$ cat config.mk
export PLATFORM = sky130hd
export DESIGN_NAME = burst_prog_seq
export DESIGN_NICKNAME = d
export VERILOG_FILES = /design/src/rtl/bps_pkg.sv /design/src/rtl/bps_word_mem.sv /design/src/rtl/bps_wait_timer.sv /design/src/rtl/bps_word_check.sv /design/src/rtl/burst_prog_seq.sv
export SDC_FILE = /design/constraint.sdc
export NUM_CORES = 1
export LEC_CHECK = 0
export ABC_CLOCK_PERIOD_IN_PS = 3700
export BUFFER_PORTS_ARGS = -buffer_cell sky130_fd_sc_hd__buf_2
export CAP_MARGIN = 15
export CORE_MARGIN = 2
export CORE_UTILIZATION = 30
export CTS_CLUSTER_DIAMETER = 30
export DETAILED_ROUTE_END_ITERATION = 6
export GPL_TIMING_DRIVEN = 0
export PLACE_DENSITY_LB_ADDON = 0.15
export SLEW_MARGIN = 0
export SYNTH_ARGS = -nofsm -noshare
export SYNTH_HDL_FRONTEND = slang
export SYNTH_SLANG_ARGS = --single-unit
$ cat constraint.sdc
create_clock -name clk -period 3.7 [get_ports clk]
set_input_delay 0.37 -clock clk [delete_from_list [all_inputs] [get_ports clk]]
set_output_delay 0.37 -clock clk [all_outputs]
set_load 0.01 [all_outputs]
$ cat src/rtl/bps_pkg.sv
package bps_pkg;
  typedef enum logic [2:0] {
    ST_IDLE,
    ST_PFIRST,
    ST_PRUN,
    ST_VFIRST,
    ST_VRUN,
    ST_BUSY,
    ST_FAIL
  } bps_state_e;

  localparam logic [7:0] BPS_CLEAR_CODE = 8'hF0;
endpackage

$ cat src/rtl/bps_word_mem.sv
module bps_word_mem #(
  parameter int DATA_W = 16,
  parameter int AW     = 6
) (
  input  logic              clk,
  input  logic              a_we,
  input  logic [AW-1:0]     a_addr,
  input  logic [DATA_W-1:0] a_wdata,
  output logic [DATA_W-1:0] a_rdata,
  input  logic [AW-1:0]     b_addr,
  output logic [DATA_W-1:0] b_rdata
);
  localparam int DEPTH = 1 << AW;

  logic [DATA_W-1:0] mem [DEPTH];

  initial begin
    for (int i = 0; i < DEPTH; i++) mem[i] = '1;
  end

  always_ff @(posedge clk) begin
    if (a_we) mem[a_addr] <= a_wdata;
    a_rdata <= mem[a_addr];
  end

  always_ff @(posedge clk) begin
    b_rdata <= mem[b_addr];
  end
endmodule

$ cat src/rtl/bps_wait_timer.sv
module bps_wait_timer #(
  parameter int CYC = 3
) (
  input  logic clk,
  input  logic rst,
  input  logic load,
  output logic done
);
  localparam int CW = $clog2(CYC + 1);
  localparam logic [CW-1:0] LOAD_V = CW'(CYC - 1);

  logic [CW-1:0] cnt;

  always_ff @(posedge clk) begin
    if (rst)              cnt <= '0;
    else if (load)        cnt <= LOAD_V;
    else if (cnt != '0)   cnt <= cnt - 1'b1;
  end

  assign done = (cnt == '0);
endmodule

$ cat src/rtl/bps_word_check.sv
module bps_word_check #(
  parameter int DATA_W = 16
) (
  input  logic [DATA_W-1:0] stored,
  input  logic [DATA_W-1:0] incoming,
  output logic              needs_set,
  output logic              same
);
  always_comb begin
    needs_set = |(incoming & ~stored);
    same      = (incoming == stored);
  end
endmodule

$ cat src/rtl/burst_prog_seq.sv
module burst_prog_seq
  import bps_pkg::*;
#(
  parameter int ADDR_W   = 22,
  parameter int FLD_LO   = 17,
  parameter int DATA_W   = 16,
  parameter int ARR_AW   = 6,
  parameter int BUSY_CYC = 3
) (
  input  logic              clk,
  input  logic              rst,
  input  logic              start,
  input  logic              wr_en,
  input  logic [ADDR_W-1:0] wr_addr,
  input  logic [DATA_W-1:0] wr_data,
  input  logic [ARR_AW-1:0] rd_addr,
  output logic [DATA_W-1:0] rd_data,
  output logic              active,
  output logic              verify_ph,
  output logic              wip,
  output logic              fail
);
  localparam int FW  = ADDR_W - FLD_LO;
  localparam int BC  = (BUSY_CYC < 2) ? 2 : BUSY_CYC;
  localparam int LCW = $clog2(BC + 2) + 1;

  bps_state_e        state;
  logic              vflag;
  logic [FW-1:0]     ref_fld;
  logic [ARR_AW-1:0] cnt;
  logic [DATA_W-1:0] data_q;
  logic [DATA_W-1:0] old_word;
  logic              tmr_load, tmr_done;
  logic              needs_set, same;
  logic              mem_we;
  logic              fld_hit;
  logic              clear_cmd;
  logic              unused_mid;

  assign unused_mid = ^wr_addr[FLD_LO-1:ARR_AW];
  assign fld_hit    = (wr_addr[ADDR_W-1:FLD_LO] == ref_fld);
  assign clear_cmd  = (wr_data[7:0] == BPS_CLEAR_CODE);

  assign tmr_load = wr_en && fld_hit &&
                    (state == ST_PFIRST || state == ST_PRUN ||
                     state == ST_VFIRST || state == ST_VRUN);

  assign mem_we = (state == ST_BUSY) && tmr_done && !needs_set &&
                  (!vflag || !same);

  bps_wait_timer #(.CYC(BC)) u_tmr (
    .clk  (clk),
    .rst  (rst),
    .load (tmr_load),
    .done (tmr_done)
  );

  bps_word_check #(.DATA_W(DATA_W)) u_chk (
    .stored    (old_word),
    .incoming  (data_q),
    .needs_set (needs_set),
    .same      (same)
  );

  bps_word_mem #(.DATA_W(DATA_W), .AW(ARR_AW)) u_mem (
    .clk     (clk),
    .a_we    (mem_we),
    .a_addr  (cnt),
    .a_wdata (data_q),
    .a_rdata (old_word),
    .b_addr  (rd_addr),
    .b_rdata (rd_data)
  );

  always_ff @(posedge clk) begin
    if (rst) begin
      state   <= ST_IDLE;
      vflag   <= 1'b0;
      ref_fld <= '0;
      cnt     <= '0;
      data_q  <= '0;
    end else begin
      case (state)
        ST_IDLE: begin
          if (start) begin
            ref_fld <= wr_addr[ADDR_W-1:FLD_LO];
            state   <= ST_PFIRST;
          end
        end
        ST_PFIRST, ST_VFIRST: begin
          if (wr_en) begin
            if (fld_hit) begin
              cnt    <= wr_addr[ARR_AW-1:0];
              data_q <= wr_data;
              vflag  <= (state == ST_VFIRST);
              state  <= ST_BUSY;
            end else begin
              state <= (state == ST_PFIRST) ? ST_VFIRST : ST_IDLE;
            end
          end
        end
        ST_PRUN, ST_VRUN: begin
          if (wr_en) begin
            if (fld_hit) begin
              data_q <= wr_data;
              vflag  <= (state == ST_VRUN);
              state  <= ST_BUSY;
            end else begin
              state <= (state == ST_PRUN) ? ST_VFIRST : ST_IDLE;
            end
          end
        end
        ST_BUSY: begin
          if (tmr_done) begin
            if (needs_set) begin
              state <= ST_FAIL;
            end else begin
              cnt   <= cnt + 1'b1;
              state <= vflag ? ST_VRUN : ST_PRUN;
            end
          end
        end
        ST_FAIL: begin
          if (wr_en && clear_cmd) state <= ST_IDLE;
        end
        default: state <= ST_IDLE;
      endcase
    end
  end

  assign active    = (state != ST_IDLE);
  assign wip       = (state == ST_BUSY);
  assign fail      = (state == ST_FAIL);
  assign verify_ph = (state == ST_VFIRST) || (state == ST_VRUN) ||
                     ((state == ST_BUSY) && vflag);

  // checker-side length counter for the busy window
  logic [LCW-1:0] wip_len;
  always_ff @(posedge clk) begin
    if (rst)      wip_len <= '0;
    else if (wip) wip_len <= wip_len + 1'b1;
    else          wip_len <= '0;
  end


  wip_window_chk: assert property (@(posedge clk) disable iff (rst)
    $fell(wip) |-> (wip_len == LCW'(BC)));


  busy_drop_chk: assert property (@(posedge clk) disable iff (rst)
    (wip && $past(wip)) |-> $stable(cnt));


  fail_hold_chk: assert property (@(posedge clk) disable iff (rst)
    (fail && !(wr_en && clear_cmd)) |=> fail);


  no_abort_chk: assert property (@(posedge clk) disable iff (rst)
    (active && !wr_en) |=> active);


  verify_exit_chk: assert property (@(posedge clk) disable iff (rst)
    $fell(verify_ph) |-> (!active || fail));
endmodule

-- Word-level counts from Yosys, hierarchy flattened
Memory sizes are Yosys's and may differ from the RTL's. A register that Yosys moved wholly into a read port is not among the register bits.
Index checks and enable logic that the tools add are counted.
- word-level logic and storage cells: 88
- bits in registers: 33
- input bits: 48
- memories: 1
- output and inout port bits: 20
- bits in writable memories: 1024
- equality and inequality tests: 17
- bitwise logic cells: 2
- muxes and demuxes: 26
- reductions and logical operators: 33
- add/sub/neg operators: 2
- memories (name ; words ; width ; rd ports ; clocked after memory_dff ; wr ports ; RTL line ; RTL):
    u_mem.mem ; 64 ; 16 ; 2 ; 2 ; 1 ; bps_word_mem.sv:15 ; logic [DATA_W-1:0] mem [DEPTH];
- operators by type and width (kind ; number):
    two-way mux 3 bit ; 9
    two-way mux 6 bit ; 4
    bitwise AND 16 bit ; 1
    equality test 16 bit ; 1
    NOT 16 bit ; 1
    OR reduction 16 bit ; 1
    one-hot mux 3 bit (5 select lines) ; 1
    AND reduction 5 bit ; 3
    inequality test 2 bit (second input constant) ; 6
    one-hot mux 6 bit (2 select lines) ; 1
    equality test 3 bit (second input constant) ; 3
    equality test 8 bit (second input constant) ; 1
    two-way mux 2 bit ; 4
    nonzero test 2 bit ; 4
    logical AND 1 bit ; 7
    adder 6 x 1 -> 6 bit (second input constant) ; 1
    equality test 3 x 2 -> 1 bit (second input constant) ; 2
    logical OR 1 bit ; 6
    two-way mux 1 bit ; 6
    OR reduction 2 bit ; 3
    equality test 5 bit ; 1
    inequality test 2 x 1 -> 1 bit (second input constant) ; 2
    OR reduction 4 bit ; 1
    equality test 3 x 1 -> 1 bit (second input constant) ; 1
    other kinds (8) ; 10

-- Longest topological paths before layout
- word-level depth: 8
- gate-level depth with buffers: 11
- gate-level depth less buffers: 7

-- Modules after synthesis
Synthesis repeated with hierarchy kept, for this count alone.
- cell total of the unflattened synthesis: 3069
- area, all modules: 50288.2 um^2
- by module, submodules not included (module ; sequential area each (um^2) ; instances ; area each (um^2) ; cells each):
    bps_word_mem ; 31390.1 ; 1 ; 48355.1 ; 2841
    burst_prog_seq ; 620.6 ; 1 ; 1536.5 ; 180
    bps_word_check ; 0.0 ; 1 ; 329.1 ; 42
    bps_wait_timer ; 40.0 ; 1 ; 67.6 ; 6

-- Worst setup path after synthesis
Ideal clock, no wire load.
- path type: flip-flop to flip-flop
- start point: register data_q[10]
- end point: memory u_mem.mem[11][0], enable pin
- path slack: 294 ps
- clock period less this slack: 3406 ps
- data required time: 3311 ps
- setup time: 389 ps
- arrival time: 3018 ps
- buffers on the path: 0
- stages on the path, launching flop included: 7
- cell sequence: dfxtp_1 -> ha_1 -> nor4_1 -> nand4_1 -> nor3_2 -> nand4_1 -> nor2_1
- cells in the longest elaborated chain, start to end: 7
- elaborated cells on any way between the ends: 10
- classes of those cells: eq/ne: 1; mux: 2; bitwise: 1; reduce/logical: 6
- ends and longest elaborated chain (item ; RTL line ; RTL):
    start: declaration ; burst_prog_seq.sv:31 ; logic [DATA_W-1:0] data_q;
    start signal: assignment ; burst_prog_seq.sv:94 ; data_q <= wr_data;
    start signal: assignment ; burst_prog_seq.sv:105 ; data_q <= wr_data;
    bitwise AND 16 bit ; bps_word_check.sv:10 ; needs_set = |(incoming & ~stored);
    OR reduction 16 bit ; bps_word_check.sv:10 ;
    logical NOT 1 bit ; burst_prog_seq.sv:48 ; assign mem_we = (state == ST_BUSY) && tmr_done && !needs_set &&
    logical AND 1 bit ; burst_prog_seq.sv:48 ;
    logical AND 1 bit (*) ; burst_prog_seq.sv:48 ;
    two-way mux 1 bit (*) ; bps_word_mem.sv:22 ; if (a_we) mem[a_addr] <= a_wdata;
    two-way mux 1 bit (not written as such) (*) ; bps_word_mem.sv:22 ;
    end: declaration ; bps_word_mem.sv:15 ;
Mark *: on every way between the ends. The rest lies on a longest branch, timed or not.

==> results.json <==
{
  "status": "finished with violations",
  "violations": "design-rule violations, negative setup slack",
  "ir_worst_vdd_uv": 316.1,
  "dr.pass1.iters": 7,
  "dp_hpwl_microns": 194600,
  "yosysUniqueCellTypes": 81,
  "syn-mean-instance-area_sq_um": 17.01,
  "dpl_cell_area_sq_mm": 0.05538,
  "rsz0062_at_grt": "no",
  "vias_per_cell": 6.424,
  "power.total_w": 0.04060,
  "die_x_microns": 414.4,
  "drtAntennaViolNets": 0,
  "slowest_delay_ps": 570,
  "netlist_instances": 2970,
  "ios": 68,
  "synth_area_sq_mm": 0.05053,
  "design_area_sq_mm": 0.06742,
  "synth_ff_type": "edfxtp_1",
  "fin_crit_sh_pct": 108.1,
  "drive_gt1_share_pct": 38.11,
  "yosysWarnings": 0,
  "cp_data_arrival_time_ps": 4830,
  "hold_viol": 0,
  "vias": 38170,
  "io_buffers": 51,
  "antenna_found_initial": 36,
  "placedCellCount": 5299,
  "cts_htree_levels": 5,
  "grt_util_all_layers_pct": 32.58,
  "tritoncts": "done",
  "max_freq_mhz": 250.1,
  "totalWireLength_microns": 286100,
  "fillers": 15110,
  "min_period_ps": 3999,
  "final_net_count": 3567,
  "placementRows": 150,
  "cpMostUsedCell": "buf_4",
  "min_path_type": "input pin to flip-flop",
  "overflow": 0,
  "cts.sinks": 1089,
  "instances_no_fill": 5941,
  "worst-path-buf-inv": 5,
  "grt_pass1_wl_microns": 365600,
  "cp_top_family": "buffers and inverters",
  "worstSkewPairLatency_ps": 940,
  "leakage_nw": 20.62,
  "maxSlewViolCount": 0,
  "ys_ff_latch": 1089,
  "syn_nets": 3035,
  "first_global_vias": 36540,
  "tns_ps": -9088,
  "synthToLayoutAreaGrowth_pct": 33.43,
  "drtIter0Drc": 6967,
  "crit_type": "flip-flop to flip-flop",
  "final_cell_mix": "edfxtp_1 (1024), mux4_2 (348), clkbuf_16 (310)",
  "worstPathMaxFanout": 10,
  "final.setup.worst_slack_ps": -299.0,
  "gp_congestion": 1.050,
  "clock_tree.root_cell": "clkbuf_16",
  "layout_commonest_cell": "edfxtp_1",
  "die_h_microns": 414.4,
  "clockBufferDepth": 4,
  "fin_hold_ws_ps": 122.9,
  "crit_slowest_cell": "buf_4",
  "grt_max_degree": 67,
  "cts_buffers": 301,
  "die_area_sq_mm": 0.1717,
  "start_util_pct": 30.22,
  "drc": 3,
  "wl_per_cell_microns": 48.15,
  "ys_async_sr_fraction_pct": 0,
  "skew_ps": 89.21,
  "start_kind": "flip-flop",
  "p_per_area_mw_per_mm2": 602.2,
  "synth-seq-area-share_pct": 63.43,
  "cp.required_ps": 4530,
  "setup_viol": 185,
  "slew_headroom_pct": 8.428,
  "end_kind": "flip-flop",
  "crit_chain": "buf_4, buf_4, buf_4, buf_6, buf_4, nor2_1, a211oi_1, a21oi_1, nand4_1",
  "max_cap_viol_count": 0,
  "synth_edf_count": 1024,
  "core_area_sq_mm": 0.1672,
  "worst_pin_slew_ps": 1359,
  "cts.clk_slew.worst_paths_ps": 50
}
worst min-delay path, stage by stage:
cell     delay (ps)
buf_2            90
nor4_1           50
o41ai_1         380
a31oi_1         100
metrics by stage:
step | util [%] | worst slack [ps]
final | 40.32 | -299.0
after global routing | 40.29 | 3.113
after CTS | 40.19 | 3.309
after detailed placement | 33.12 | -2125
after global placement | 32.02 | -4141
after floorplan | - | 293.8
final cells by class:
class,count,area [sq um],share of cell area [%]
diodes,16,40.04,0.05939
plain buffers,242,1585,2.351
clock buffers,359,8001,11.87
clock inverters,163,1859,2.758
inverters,24,96.34,0.1429
multi-input cells,1613,17930,26.59
flip-flops and latches,1089,32110,47.62
well taps,2204,2758,4.090
repair buffers,231,3045,4.517
sequential cells by signal (all words and copies together) (netlist names):
register       flops
u_mem.b_rdata     16
data_q            16
u_tmr.cnt          2
cnt                6
ref_fld            5
u_mem.a_rdata     16
vflag              1
u_mem.mem       1024
state              3
final timing paths:
check	depth (start not counted)	slack, ps	start	end
setup / recovery	9	-300	cnt[2]	u_mem.a_rdata[1]
hold / removal	4	120	start	state[2]
setup reg to reg	9	-300	cnt[2]	u_mem.a_rdata[1]
hold reg to reg	2	490	u_tmr.cnt[0]	u_tmr.cnt[1]
logic make-up (layout without fill, tap and decap cells):
kind of cell,Yosys count,after routing,synth area share (%)
AO/OA/AOI/OAI,522,522,7.488
XOR/XNOR,7,7,0.1213
adder cells (fa/ha/maj),17,17,0.4210
buffers and inverters,268,1019,2.669
flip-flops,1089,1089,63.43
multiplexers,648,648,21.78
other,0,16,0
AND/OR/NAND/NOR,419,419,4.086
synth_stat cells (all sizes together) (3+ instances only):
master   number  area, sq um
nor3         29        155.2
a31oi        14        87.58
o22a          9        78.83
o221ai        6        58.80
dfxtp        65         1301
a211oi       19        142.6
nor2        118        442.9
o2bb2ai       3        26.28
edfxtp     1024        30750
nor2b        21        131.4
o2111ai       3        26.28
a221oi      111        978.4
a221o        19        190.2
nand4        25        156.4
a32o          3        30.03
ha           17        212.7
nor4         11        68.82
mux2i       203         2032
a21oi        70        350.3
a22oi        87        653.1
nand2b       11        68.82
a32oi         3        26.28
a22o         15        131.4
a222oi        4        40.04
o22ai        54        337.8
nand3        36        180.2
or3b          8        70.07
and3         16        100.1
nor3b         7        57.55
inv          22        82.58
and4          5        43.79
clkbuf       61        230.2
o31ai         5        37.54
mux4        350         7890
and2          9        58.81
a2111oi       7        61.31
xor2          5        43.79
o21ai        68        340.3
buf         183         1028
mux2         95         1085
nor4b         3        26.28
nand2       106        400.4
or2           5        31.28
o211ai        8        60.06
metal layers:
metal | GRT usage, % | vias up | wire length (microns)
met5 | 0 | - | 145
met1 | 40.09 | 20120 | 104200
li1 | - | 13750 | -
met4 | 24.36 | 22 | 24930
met3 | 12.43 | 943 | 37110
met2 | 46.28 | 3325 | 119600
power breakdown:
part | switching [W] | leakage [nW] | internal [W]
logic | 0.00115 | 7.51 | 0.000506
clock network | 0.00757 | 4.79 | 0.0179
registers | 0.0000574 | 8.32 | 0.0134
timing repair:
| action | CTS | global route |
|---|---|---|
| pin swaps | 42 | 8 |
| resized for setup | 183 | 29 |
| buffers inserted | 68 | 3 |
| endpoints found under the setup margin | 1040 | 48 |
| endpoints found under the hold margin | 30 | 0 |
| hold buffers | 34 | 0 |
Power figures use the tool's default switching activity.
